[src/rtl/therm_pkg.sv]
package therm_pkg;
  function automatic int level_count(input int bits);
    return (1 << bits) - 1;
  endfunction
endpackage

[src/rtl/therm_edge_detect.sv]
module therm_edge_detect #(
  parameter int LEVELS = 15
) (
  input  logic [LEVELS-1:0] therm,
  output logic [LEVELS-1:0] edge_mark
);
  // Level i+1 is an edge when two ones sit at/below it and a zero above.
  for (genvar i = 0; i < LEVELS; i++) begin : g_lvl
    logic below;
    logic above;
    if (i == 0) begin : g_bot
      assign below = 1'b1;
    end else begin : g_mid_lo
      assign below = therm[i-1];
    end
    if (i == LEVELS - 1) begin : g_top
      assign above = 1'b0;
    end else begin : g_mid_hi
      assign above = therm[i+1];
    end
    assign edge_mark[i] = below & therm[i] & ~above;
  end
endmodule

[src/rtl/therm_top_select.sv]
module therm_top_select #(
  parameter int LEVELS = 15
) (
  input  logic [LEVELS-1:0] edge_mark,
  output logic [LEVELS-1:0] hot
);
  logic seen;
  always_comb begin
    seen = 1'b0;
    hot  = '0;
    for (int i = LEVELS - 1; i >= 0; i--) begin
      hot[i] = edge_mark[i] & ~seen;
      seen   = seen | edge_mark[i];
    end
  end
endmodule

[src/rtl/therm_onehot_enc.sv]
module therm_onehot_enc #(
  parameter int N      = 4,
  parameter int LEVELS = 15
) (
  input  logic [LEVELS-1:0] hot,
  output logic [N-1:0]      code
);
  always_comb begin
    code = '0;
    for (int i = 0; i < LEVELS; i++) begin
      if (hot[i]) code = code | N'(i + 1);
    end
  end
endmodule

[src/rtl/therm_bin_encoder.sv]
module therm_bin_encoder #(
  parameter int N = 4,
  localparam int LEVELS = therm_pkg::level_count(N)
) (
  input  logic              clk,
  input  logic              rst,
  input  logic [LEVELS-1:0] therm_in,
  input  logic              over_in,
  output logic [N-1:0]      code_out,
  output logic              over_out
);
  logic [LEVELS-1:0] edge_mark;
  logic [LEVELS-1:0] hot_d;
  logic [LEVELS-1:0] hot_q;
  logic              over_q;
  logic [N-1:0]      code_d;

  therm_edge_detect #(.LEVELS(LEVELS)) u_detect (
    .therm(therm_in), .edge_mark(edge_mark)
  );

  therm_top_select #(.LEVELS(LEVELS)) u_select (
    .edge_mark(edge_mark), .hot(hot_d)
  );

  always_ff @(posedge clk) begin
    if (rst) begin
      hot_q  <= '0;
      over_q <= 1'b0;
    end else begin
      hot_q  <= hot_d;
      over_q <= over_in;
    end
  end

  therm_onehot_enc #(.N(N), .LEVELS(LEVELS)) u_enc (
    .hot(hot_q), .code(code_d)
  );

  always_ff @(posedge clk) begin
    if (rst) begin
      code_out <= '0;
      over_out <= 1'b0;
    end else begin
      code_out <= code_d;
      over_out <= over_q;
    end
  end
endmodule

[config.mk]
export PLATFORM = sky130hd
export DESIGN_NAME = therm_bin_encoder
export DESIGN_NICKNAME = d
export VERILOG_FILES = /design/src/rtl/therm_pkg.sv /design/src/rtl/therm_edge_detect.sv /design/src/rtl/therm_top_select.sv /design/src/rtl/therm_onehot_enc.sv /design/src/rtl/therm_bin_encoder.sv
export SDC_FILE = /design/constraint.sdc
export NUM_CORES = 1
export LEC_CHECK = 0
export BUFFER_PORTS_ARGS = -buffer_cell sky130_fd_sc_hd__clkbuf_2
export CORE_MARGIN = 3
export CORE_UTILIZATION = 35
export DETAILED_ROUTE_END_ITERATION = 10
export GPL_TIMING_DRIVEN = 0
export HOLD_SLACK_MARGIN = 0.12
export PLACE_DENSITY = 0.58
export SYNTH_ARGS = -nofsm -noshare
export SYNTH_HDL_FRONTEND = slang
export SYNTH_HIERARCHICAL = 1
export SYNTH_SLANG_ARGS = --single-unit
export TNS_END_PERCENT = 100
[constraint.sdc]
create_clock -name clk -period 2.04 [get_ports clk]
set_input_delay 0.204 -clock clk [delete_from_list [all_inputs] [get_ports clk]]
set_output_delay 0.204 -clock clk [all_outputs]
set_load 0.02 [all_outputs]
---- Yosys cells after proc, flatten, opt, wreduce, memory -nomap -nowiden ----
Cells that the tools add are included.
word-level totals
  flip-flop bits (word level) ............. 21
  input port bits ......................... 18
  output and inout port bits .............. 5
  word-level logic and storage cells ...... 102
operators by class
  muxes and demuxes ....................... 15
  bitwise operators ....................... 83
operators with widths
  cell         number
  $and 1x1->1  42
  $mux 4       8
  $not 1->1    28
  $or 1x1->1   13
  $mux 3       4
  $mux 2       2
  $mux 1       1

---- Depth between registers and ports, before layout ----
Gate-level depths: netlist of the first run.
  word-level depth ........................ 17
  depth in mapped cells ................... 5
  gate-level depth less buffers ........... 4

---- Hierarchy ----
Netlist of the first run, hierarchy kept.
modules (own cells, without submodules)
  module             instances  cells an instance  area each (um2)  sequential area each (um2)
  therm_bin_encoder  1          44                 624.3            420.4
  therm_top_select   1          29                 225.2            0.0
  therm_edge_detect  1          15                 126.4            0.0
  therm_onehot_enc   1          11                 65.1             0.0

---- Worst setup path before layout of the first run ----
No wires, ideal clock.
  path kind ............................... in2reg
  start point ............................. input therm_in[12]
  end point ............................... register hot_q[0]
  library setup time ...................... 0.062 ns
  arrival ................................. 1.454 ns
  data required time ...................... 1.978 ns
  path slack .............................. 0.524 ns
  stages on the path ...................... 5
  buffers on the path ..................... 1
  path through ............................ and3b_1 -> or4_4 -> buf_6 -> nor4_2 -> nor2b_2
between the ends
  word-level cells in the longest chain between the ends .. 17
  elaborated cells on any way between the ends .. 21
  those cells by class .................... 21 x bitwise
ends and longest elaborated chain
  what                        line                     RTL
  start: declaration          therm_bin_encoder.sv:7   input logic [LEVELS-1:0] therm_in,
  $and 1x1->1 (2 in a row)    therm_edge_detect.sv:21  assign edge_mark[i] = below & therm[i] & ~above;
  $or 1x1->1 (2 in a row)     therm_top_select.sv:13   seen = seen | edge_mark[i];
  $or 1x1->1 * (11 in a row)  therm_top_select.sv:13
  $not 1->1 *                 therm_top_select.sv:12   hot[i] = edge_mark[i] & ~seen;
  $and 1x1->1 *               therm_top_select.sv:12
  net hot_d[0]                therm_bin_encoder.sv:13  logic [LEVELS-1:0] hot_d;
  end signal: assignment      therm_bin_encoder.sv:31  hot_q <= hot_d;
  end: declaration            therm_bin_encoder.sv:14  logic [LEVELS-1:0] hot_q;
The timed path passes the listed nets; every way through them passes the cells marked *.
A chain may end at the register's enable or synchronous reset.

---- Worst setup path after layout of the first run ----
  start point ............................. input therm_in[12]
  end point ............................... register hot_q[2]
between the ends
  word-level cells in the longest chain between the ends .. 15
  elaborated cells on any way between the ends .. 19
  those cells by class .................... 19 x bitwise
ends and longest elaborated chain
  what                      line                     RTL
  $and 1x1->1 (2 in a row)  therm_edge_detect.sv:21
  net edge_mark[13]         therm_bin_encoder.sv:12  logic [LEVELS-1:0] edge_mark;
  $or 1x1->1 (11 in a row)  therm_top_select.sv:13
  $not 1->1                 therm_top_select.sv:12
  $and 1x1->1               therm_top_select.sv:12
  net hot_d[2]              therm_bin_encoder.sv:13
The timed path passes the listed nets, and every way through them passes these cells.

==> results of run 1 <==
-- state kept, by name (all words and copies together), names as in the netlist --
signal	count
over_out	1
code_out	4
hot_q	15
over_q	1
-- timing repair --
| action | CTS | global route |
|---|---|---|
| setup buffers | 0 | 0 |
| resized for setup | 0 | 0 |
| hold buffers | 2 | 0 |
| endpoints found under the hold margin | 2 | 0 |
-- cell type report --
type | count | area, sq um
clock buffers | 4 | 26.3
fillers | 278 | 1570
well taps | 31 | 38.8
multi-input cells | 70 | 563
flip-flops and latches | 21 | 420
inverters | 3 | 11.3
plain buffers | 5 | 46.3
repair buffers | 24 | 130
-- per-stage QoR --
step / setup WS [ns] / cell area (sq um) / utilization
5_1_grt: 0.520 / 1240 / 0.441
3_3_place_gp: 0.339 / 1190 / 0.424
4_1_cts: 0.633 / 1240 / 0.441
6_report: 0.635 / 1240 / 0.441
2_1_floorplan: 0.524 / 1040 / -
3_5_place_dp: 0.339 / 1190 / 0.424
-- layer usage --
layer	up-vias	track usage	share of wire
met1	315	0.129	0.47
met2	15	0.168	0.48
met4	0	0.0372	0.011
met3	2	0.0128	0.039
li1	405	-	-
met5	-	0	0
-- worst paths after layout --
path / from / end / slack [ns] / cells past startpoint
max: therm_in[12] / hot_q[2]$_SDFF_PP0_ / 0.64 / 6
min: therm_in[14] / hot_q[12]$_SDFF_PP0_ / 0.43 / 4
max reg2reg: hot_q[12]$_SDFF_PP0_ / code_out[3]$_SDFF_PP0_ / 1.09 / 3
min reg2reg: over_q$_SDFF_PP0_ / over_out$_SDFF_PP0_ / 0.45 / 1
-- synth_stat cells (all sizes together) --
| cell | instances |
|---|---|
| and2 | 1 |
| and3b | 13 |
| buf | 5 |
| dfxtp | 21 |
| inv | 3 |
| nand2 | 4 |
| nand2b | 2 |
| nor2 | 1 |
| nor2b | 23 |
| nor3 | 3 |
| nor3b | 2 |
| nor4 | 12 |
| nor4b | 2 |
| or3b | 2 |
| or4 | 3 |
| or4b | 2 |
-- kinds of logic (layout without fill, tap and decap cells) --
group | after synthesis | after routing
simple gates | 70 | 70
buf+inv | 8 | 36
flops | 21 | 21
-- critical path, cell delays in order --
cell	delay, ns
clkbuf_2	0.09
and3b_1	0.21
or4_4	0.55
buf_6	0.16
nor4_2	0.25
nor2b_2	0.17
-- power breakdown --
part           switching [mW]  internal (mW)
clock                   0.104         0.0758
sequential            0.00481          0.423
combinational          0.0634         0.0677
total                   0.172          0.566
==> run_results.csv, run 1 <==
group,metric,value,unit
status,status,"completed",
power_and_ir_drop,powerDensity,598,nW/um^2
timing,skew,0.00162,ns
synth,synth_top_area_frac,0.404,
critical_path,worstPathArrival,1.64,ns
clock_tree,clkLatencyLatePin,0.28,ns
route,dr_total_vias,737,
timing,drv_slew,0,
timing,rsz0062_at_grt,"no",
grt,grt_use_total,0.0993,
synth,synth_fa_ha_area_frac,0,
timing,setup_violations,0,
synth,synthXorXnorAreaFrac,0,
power_and_ir_drop,ir_drop,0.195,mV
synth,synth_simple_gate_area_frac,0.541,
critical_path,crit_fanout,10,
route,detail-route-antenna-nets,0,
grt,grt_pass1_wl,2.79,mm
final_layout,mostFrequentLayoutCells,"clkbuf_2, dfxtp_1, nor2b_2",
route,first_pass_iters,3,
synth,syn_inst,99,
clock_tree,clk_pin_slew,0.10,ns
route,drc,0,
floorplan,fp.dieW,60.5,microns
synth,seq_area_frac_synth,0.404,
floorplan,ios,23,
route,wirelength,1.63,mm
timing,period_needed,1.40,ns
synth,syn_nets,117,
clock_tree,htreeDepth,1,
final_layout,antenna_cells,0,
timing,worst_pin_slew,0.292,ns
final_layout,nets,146,
critical_path,cp_data_required_time,2.27,ns
final_layout,final_common_cell,"clkbuf_2",
floorplan,die_area,3660,sq um
route,drt_iter0_markers,14,
critical_path,worstSetupPathType,"input port to register",
hold_path,min_path_type,"input port to register",
final_layout,finalNonFillerCells,158,
floorplan,die_y,60.5,microns
clock_tree,clock_sinks,21,
final_layout,syn_to_final_growth,18.8,%
synth,synth_top_family_by_area,"simple AND/OR/NAND/NOR gates",
synth,synth_area,1040,sq um
clock_tree,root_buffer,"clkbuf_4",
floorplan,coreArea,2810,sq um
timing,max-slew-margin-rel,0.803,
route,wire_per_inst,10.3,microns
clock_tree,cts_tree,"done",
synth,syn-mean-instance-area,10.5,sq um
synth,synth_cell_types,21,
synth,synth_seq_cells,21,
job,drv_cap,0,
clock_tree,cts_buffers,3,
floorplan,row_count,19,
critical_path,start_kind,"input port",
final_layout,drive_gt1_frac,0.472,
floorplan,start_util,0.371,
synth,yosysTopAreaCell,"dfxtp_1",
place,io_buffers,22,
critical_path,end_kind,"register",
route,vias_per_cell,4.66,
power_and_ir_drop,power.total,0.739,mW
grt,antenna_found_initial,0,
power_and_ir_drop,leakage,0.545,nW
grt,first_global_vias,678,
grt,grt-ovfl-total,0,
timing,finalSetupTns,0,ns
place,place.gp.congestion,0.716,
synth,synth.area.mux_share,0,
clock_tree,clock_path_buffers,2,
place,dpl.hpwl,1.31,mm
synth,yosysWarnings,6,
timing,clock.fmax,0.712,GHz
synth,synthTopCellsByArea,"dfxtp_1, nor2b_2, and3b_1, nor4_2, nor4_1",
synth,synth_compound_area_frac,0,
grt,grt_max_degree,12,
place,place_inst,152,
timing,finalCritPeriodShare,0.688,
timing,worst_hold_slack,0.425,ns
timing,finalHoldViolations,0,
Power figures use the tool's default switching activity.
==> inputs of run 2 (changes only) <==
==> constraint.sdc (replaced) <==
create_clock -name clk -period 1.4 [get_ports clk]
set_input_delay 0.14 -clock clk [delete_from_list [all_inputs] [get_ports clk]]
set_output_delay 0.14 -clock clk [all_outputs]
set_load 0.02 [all_outputs]
==> run 2 against run 1 <==
Against the previous run:
- clock skew grew 0.00084 ns
- sequential power grew 46%
- register-to-register slack got worse by 0.65 ns
- non-clock buffer count unchanged
- routed wire length down 0.18%
- critical endpoint is now hot_q[0]$_SDFF_PP0_
- die area did not move
- sequential share of layout area decreased by 0.81 points
- critical path depth unchanged
- setup slack got worse by 0.55 ns
- via count increased by 4.5%
- largest cell class unchanged
==> run_results.csv, run 2 (synthesized netlist as in run 1, its figures left out) <==
group,metric,value,unit
status,status,"completed",
critical_path,crit_fanout,7,
clock_tree,clock_sinks,21,
timing,finalHoldViolations,0,
clock_tree,htreeDepth,1,
grt,grt-ovfl-total,0,
final_layout,reg.largest.list,"hot_q (15), code_out (4)",
timing,setup_violations,0,
floorplan,start_util,0.371,
critical_path,worstPathArrival,1.56,ns
timing,worst_slack,0.0813,ns
route,drc,0,
job,drv_cap,0,
final_layout,fillers,282,
floorplan,coreArea,2810,sq um
place,dpl-instance-area,1200,sq um
floorplan,fp.dieW,60.5,microns
timing,worst_pin_slew,0.273,ns
clock_tree,cts_buffers,3,
place,dpl.hpwl,1.32,mm
final_layout,mostFrequentLayoutCells,"clkbuf_2, dfxtp_1, nor2b_2",
final_layout,nets,146,
timing,max-slew-margin-rel,0.817,
timing,rsz0062_at_grt,"no",
timing,period_needed,1.32,ns
final_layout,regMostFlops,"hot_q",
clock_tree,clk_pin_slew,0.11,ns
place,place.gp.congestion,0.678,
clock_tree,root_buffer,"clkbuf_4",
route,detail-route-antenna-nets,0,
grt,grt_max_degree,13,
clock_tree,cts_tree,"done",
final_layout,drive_gt1_frac,0.504,
floorplan,die_area,3660,sq um
final_layout,antenna_cells,0,
route,wirelength,1.62,mm
clock_tree,clock_path_buffers,2,
critical_path,start_kind,"input port",
place,pre_cts_ws,-0.199,ns
timing,finalCritPeriodShare,0.942,
timing,worst_hold_slack,0.296,ns
clock_tree,post-cts-setup-buffers,0,
timing,clock.fmax,0.758,GHz
final_layout,largest_reg_flops,15,
final_layout,final_common_cell,"clkbuf_2",
timing,drv_slew,0,
grt,first_global_vias,673,
power_and_ir_drop,ir_drop,0.269,mV
grt,grt_pass1_wl,2.90,mm
floorplan,row_count,19,
grt,grt_use_total,0.106,
route,first_pass_iters,2,
timing,skew,0.00246,ns
grt,antenna_found_initial,0,
clock_tree,clkLatencyLatePin,0.29,ns
route,wire_per_inst,10.3,microns
route,vias_per_cell,4.87,
critical_path,end_kind,"register",
power_and_ir_drop,powerDensity,870,nW/um^2
hold_path,min_path_type,"input port to register",
critical_path,cp_data_required_time,1.65,ns
power_and_ir_drop,power.total,1.10,mW
route,drt_iter0_markers,8,
power_and_ir_drop,leakage,0.555,nW
floorplan,ios,23,
critical_path,worstSetupPathType,"input port to register",
place,io_buffers,22,
final_layout,stdcell_area,1270,sq um
final_layout,syn_to_final_growth,21.6,%
floorplan,die_y,60.5,microns
route,dr_total_vias,770,
timing,finalSetupTns,0,ns
==> run 2: cell types whose count changed in the layout (fill, tap and decap cells not counted), sizes merged <==
cell    previous run  this run
clkinv             0         1
clkbuf            26        25
==> run 2: power breakdown <==
group	switching, mW	leakage, nW	internal [mW]	total (mW)
logic	0.0981	0.366	0.106	0.204
clock network	0.167	0.0177	0.106	0.274
registers	0.00704	0.171	0.616	0.623
total	0.273	0.555	0.828	1.10
==> run 2: worst paths after layout <==
path	startpoint	to	slack (ns)	cells past startpoint
setup / recovery	therm_in[10]	hot_q[0]$_SDFF_PP0_	0.08	6
hold / removal	therm_in[14]	hot_q[12]$_SDFF_PP0_	0.30	4
setup reg to reg	hot_q[14]$_SDFF_PP0_	code_out[1]$_SDFF_PP0_	0.44	3
hold reg to reg	over_q$_SDFF_PP0_	over_out$_SDFF_PP0_	0.45	1
==> run 2: stage by stage <==
stage,std cells,utilization
detailed placement,152,0.429
global placement,152,0.429
CTS,158,0.446
global route,158,0.451
floorplan,99,-
finish,158,0.451
==> run 2: cell type report <==
type	count	area, sq um	share of cell area
timing repair buffer	24	130	0.103
tap	31	38.8	0.0306
multi-input combinational	70	586	0.462
inverter	3	11.3	0.00889
buffer	5	52.6	0.0415
clock buffer	3	22.5	0.0178
sequential	21	420	0.332
clock inverter	1	5.00	0.00395
==> run 2: worst max-delay path, cell delays in order <==
cell and delay, ns:
clkbuf_2 0.09, and3b_1 0.21, or4_1 0.53, buf_6 0.16
nor4_2 0.26, nor2b_2 0.17
==> run 2: per-layer routing <==
layer	global-route usage	vias to the layer above	wire length, microns
li1	-	405	-
met1	0.131	344	711
met2	0.173	17	774
met3	0.0128	4	93
met4	0.0743	0	42
met5	0	-	0
==> run 2: repair_timing <==
action / in CTS / in global routing
hold buffers: 2 / 0
endpoints found under the hold margin: 2 / 0
resized for setup: 0 / 2
endpoints found under the setup margin: 0 / 1
==> inputs of run 3 (changes only) <==
--- a/config.mk
+++ b/config.mk
@@ -11,9 +11,8 @@
 export DETAILED_ROUTE_END_ITERATION = 10
 export GPL_TIMING_DRIVEN = 0
 export HOLD_SLACK_MARGIN = 0.12
-export PLACE_DENSITY = 0.58
+export PLACE_DENSITY = 0.59
 export SYNTH_ARGS = -nofsm -noshare
 export SYNTH_HDL_FRONTEND = slang
-export SYNTH_HIERARCHICAL = 1
 export SYNTH_SLANG_ARGS = --single-unit
 export TNS_END_PERCENT = 100
==> run 3 against run 2 <==
Against the previous run:
- synthesized cell count fell by 19%
- largest power group unchanged
- combinational power shrank 8%
- setup slack got worse by 0.027 ns
- clock power about the same
==> run_results.csv, run 3 <==
group,metric,value,unit
synth,synthArstFlopShare,0,
route,drc,0,
route,wire_per_inst,10.7,microns
critical_path,crit_fanout,6,
place,pre_cts_ws,0.173,ns
synth,synthFlopType,"dfxtp_1",
route,wl_met1,672,microns
synth,syn_nets,98,
synth,synth_top_area_frac,0.519,
route,dr_total_vias,679,
power_and_ir_drop,ir_drop,0.449,mV
synth,synth_cell_types,23,
critical_path,worstSetupPathType,"input port to register",
synth,syn-mean-instance-area,10.1,sq um
timing,finalCritPeriodShare,0.961,
grt,grt_pass1_wl,2.62,mm
final_layout,largest_reg_flops,15,
power_and_ir_drop,powerDensity,942,nW/um^2
floorplan,row_count,16,
critical_path,start_kind,"input port",
clock_tree,cts_tree,"done",
hold_path,min_path_type,"input port to register",
route,drt_iter0_markers,7,
critical_path,max_stage_delay,0.53,ns
synth,synth_common_cells,"dfxtp_1, nor3_1, nor3_2",
final_layout,reg.largest.list,"hot_q (15), code_out (4)",
route,route.met3.wl,72,microns
timing,worst_slack,0.0544,ns
final_layout,regMostFlops,"hot_q",
grt,grt-ovfl-total,0,
route,detail-route-antenna-nets,0,
final_layout,antenna_cells,0,
critical_path,cp_data_required_time,1.63,ns
place,io_buffers,22,
power_and_ir_drop,leakage,0.456,nW
floorplan,coreArea,2080,sq um
clock_tree,clkLatencyLatePin,0.30,ns
timing,max-slew-margin-rel,0.805,
grt,grt_use_total,0.127,
timing,skew,0.00561,ns
final_layout,mostFrequentLayoutCells,"dfxtp_1, clkbuf_2, dlygate4sd3_1",
clock_tree,clock_path_buffers,2,
floorplan,die_area,2930,sq um
synth,synth_compound_area_frac,0.0866,
grt,antenna_found_initial,0,
critical_path,path_cells,"dlygate4sd3_1, clkbuf_2, or2b_1, a31oi_1, or2_1, buf_6, nor3_2",
place,dpl.hpwl,1.15,mm
route,wirelength,1.56,mm
synth,yosysTopAreaCell,"dfxtp_1",
grt,first_global_vias,652,
grt,grt_max_degree,13,
critical_path,worstPathArrival,1.57,ns
synth,yosysWarnings,0,
route,wl_met2,791,microns
timing,setup_violations,0,
timing,finalHoldViolations,0,
synth,syn_inst,80,
synth,synth_edf_count,0,
final_layout,syn_to_final_growth,42.2,%
final_layout,drive_gt1_frac,0.336,
power_and_ir_drop,power.total,1.08,mW
final_layout,utilization,0.553,
synth,synth_fa_ha_area_frac,0,
final_layout,final_common_cell,"dfxtp_1",
place,place.gp.congestion,0.723,
final_layout,nets,138,
clock_tree,cts_buffers,3,
floorplan,ios,23,
floorplan,die_y,54.1,microns
critical_path,critPathSlowestCell,"dlygate4sd3_1",
synth,synth.area.mux_share,0,
critical_path,crit_family,"buffers and inverters",
synth,synth_most_common_cell,"dfxtp_1",
synth,synth_area,810,sq um
synth,synth_top_family_by_area,"simple AND/OR/NAND/NOR gates",
synth,synth_seq_cells,21,
clock_tree,root_buffer,"clkbuf_4",
timing,drv_slew,0,
timing,rsz0062_at_grt,"no",
job,drv_cap,0,
critical_path,path_buf_inv,3,
clock_tree,clock_sinks,21,
clock_tree,clk_pin_slew,0.10,ns
clock_tree,htreeDepth,1,
timing,finalSetupTns,0,ns
route,first_pass_iters,4,
status,status,"completed",
timing,period_needed,1.35,ns
critical_path,end_kind,"register",
floorplan,fp.dieW,54.1,microns
synth,synthTopCellsByArea,"dfxtp_1, nor3_2, nor3_1, nand3b_1, a31oi_1",
synth,synth_simple_gate_area_frac,0.362,
synth,synthXorXnorAreaFrac,0,
synth,seq_area_frac_synth,0.519,
floorplan,start_util,0.389,
timing,worst_pin_slew,0.289,ns
timing,clock.fmax,0.743,GHz
timing,worst_hold_slack,0.136,ns
route,highest_layer,"met4",
route,vias_per_cell,4.65,
## run 3: cells by family after synthesis
logic type      after synthesis
simple gates                 45
buf+inv                       4
flops                        21
compound gates               10
## run 3: worst min-delay path, cell delays in order
cell	delay, ns
clkbuf_2	0.10
nand3b_1	0.11
nor3_2	0.04
## run 3: power by group
group,internal [mW],switching (mW)
sequential,0.616,0.00602
combinational,0.0936,0.0931
clock,0.106,0.169
## run 3: final timing paths
path / to / from / cells past startpoint / slack, ns
setup / recovery: hot_q[5]$_SDFF_PP0_ / therm_in[6] / 7 / 0.05
hold / removal: hot_q[2]$_SDFF_PP0_ / therm_in[3] / 3 / 0.14
setup reg to reg: code_out[0]$_SDFF_PP0_ / hot_q[14]$_SDFF_PP0_ / 2 / 0.55
hold reg to reg: over_out$_SDFF_PP0_ / over_q$_SDFF_PP0_ / 1 / 0.45
## run 3: per-stage QoR
| step | cells | area, sq um |
|---|---|---|
| 6_report | 146 | 1150 |
| 2_1_floorplan | 80 | 810 |
| 5_1_grt | 146 | 1150 |
| 4_1_cts | 149 | 1140 |
| 3_3_place_gp | 129 | 953 |
| 3_5_place_dp | 129 | 953 |
## run 3: layout make-up
cell class                      count  area, sq um
Buffer                              2         18.8
Clock buffer                        3         22.5
Clock inverter                      1         5.00
Fill cell                         202          931
Inverter                            2         7.51
Multi-Input combinational cell     55          390
Sequential cell                    21          420
Tap cell                           27         33.8
Timing Repair Buffer               35          253
## run 3: timing repair
| action | CTS | global route |
|---|---|---|
| endpoints found under the setup margin | 0 | 6 |
| endpoints found under the hold margin | 14 | 0 |
| buffers inserted | 0 | 1 |
| gates resized for setup | 0 | 4 |
| hold buffers | 16 | 0 |
## run 3: metal layers
layer  vias up  global-route usage
met2        15               0.218
met5         -                   0
li1        363                   -
met3         2              0.0166
met4         0              0.0871
met1       299               0.144
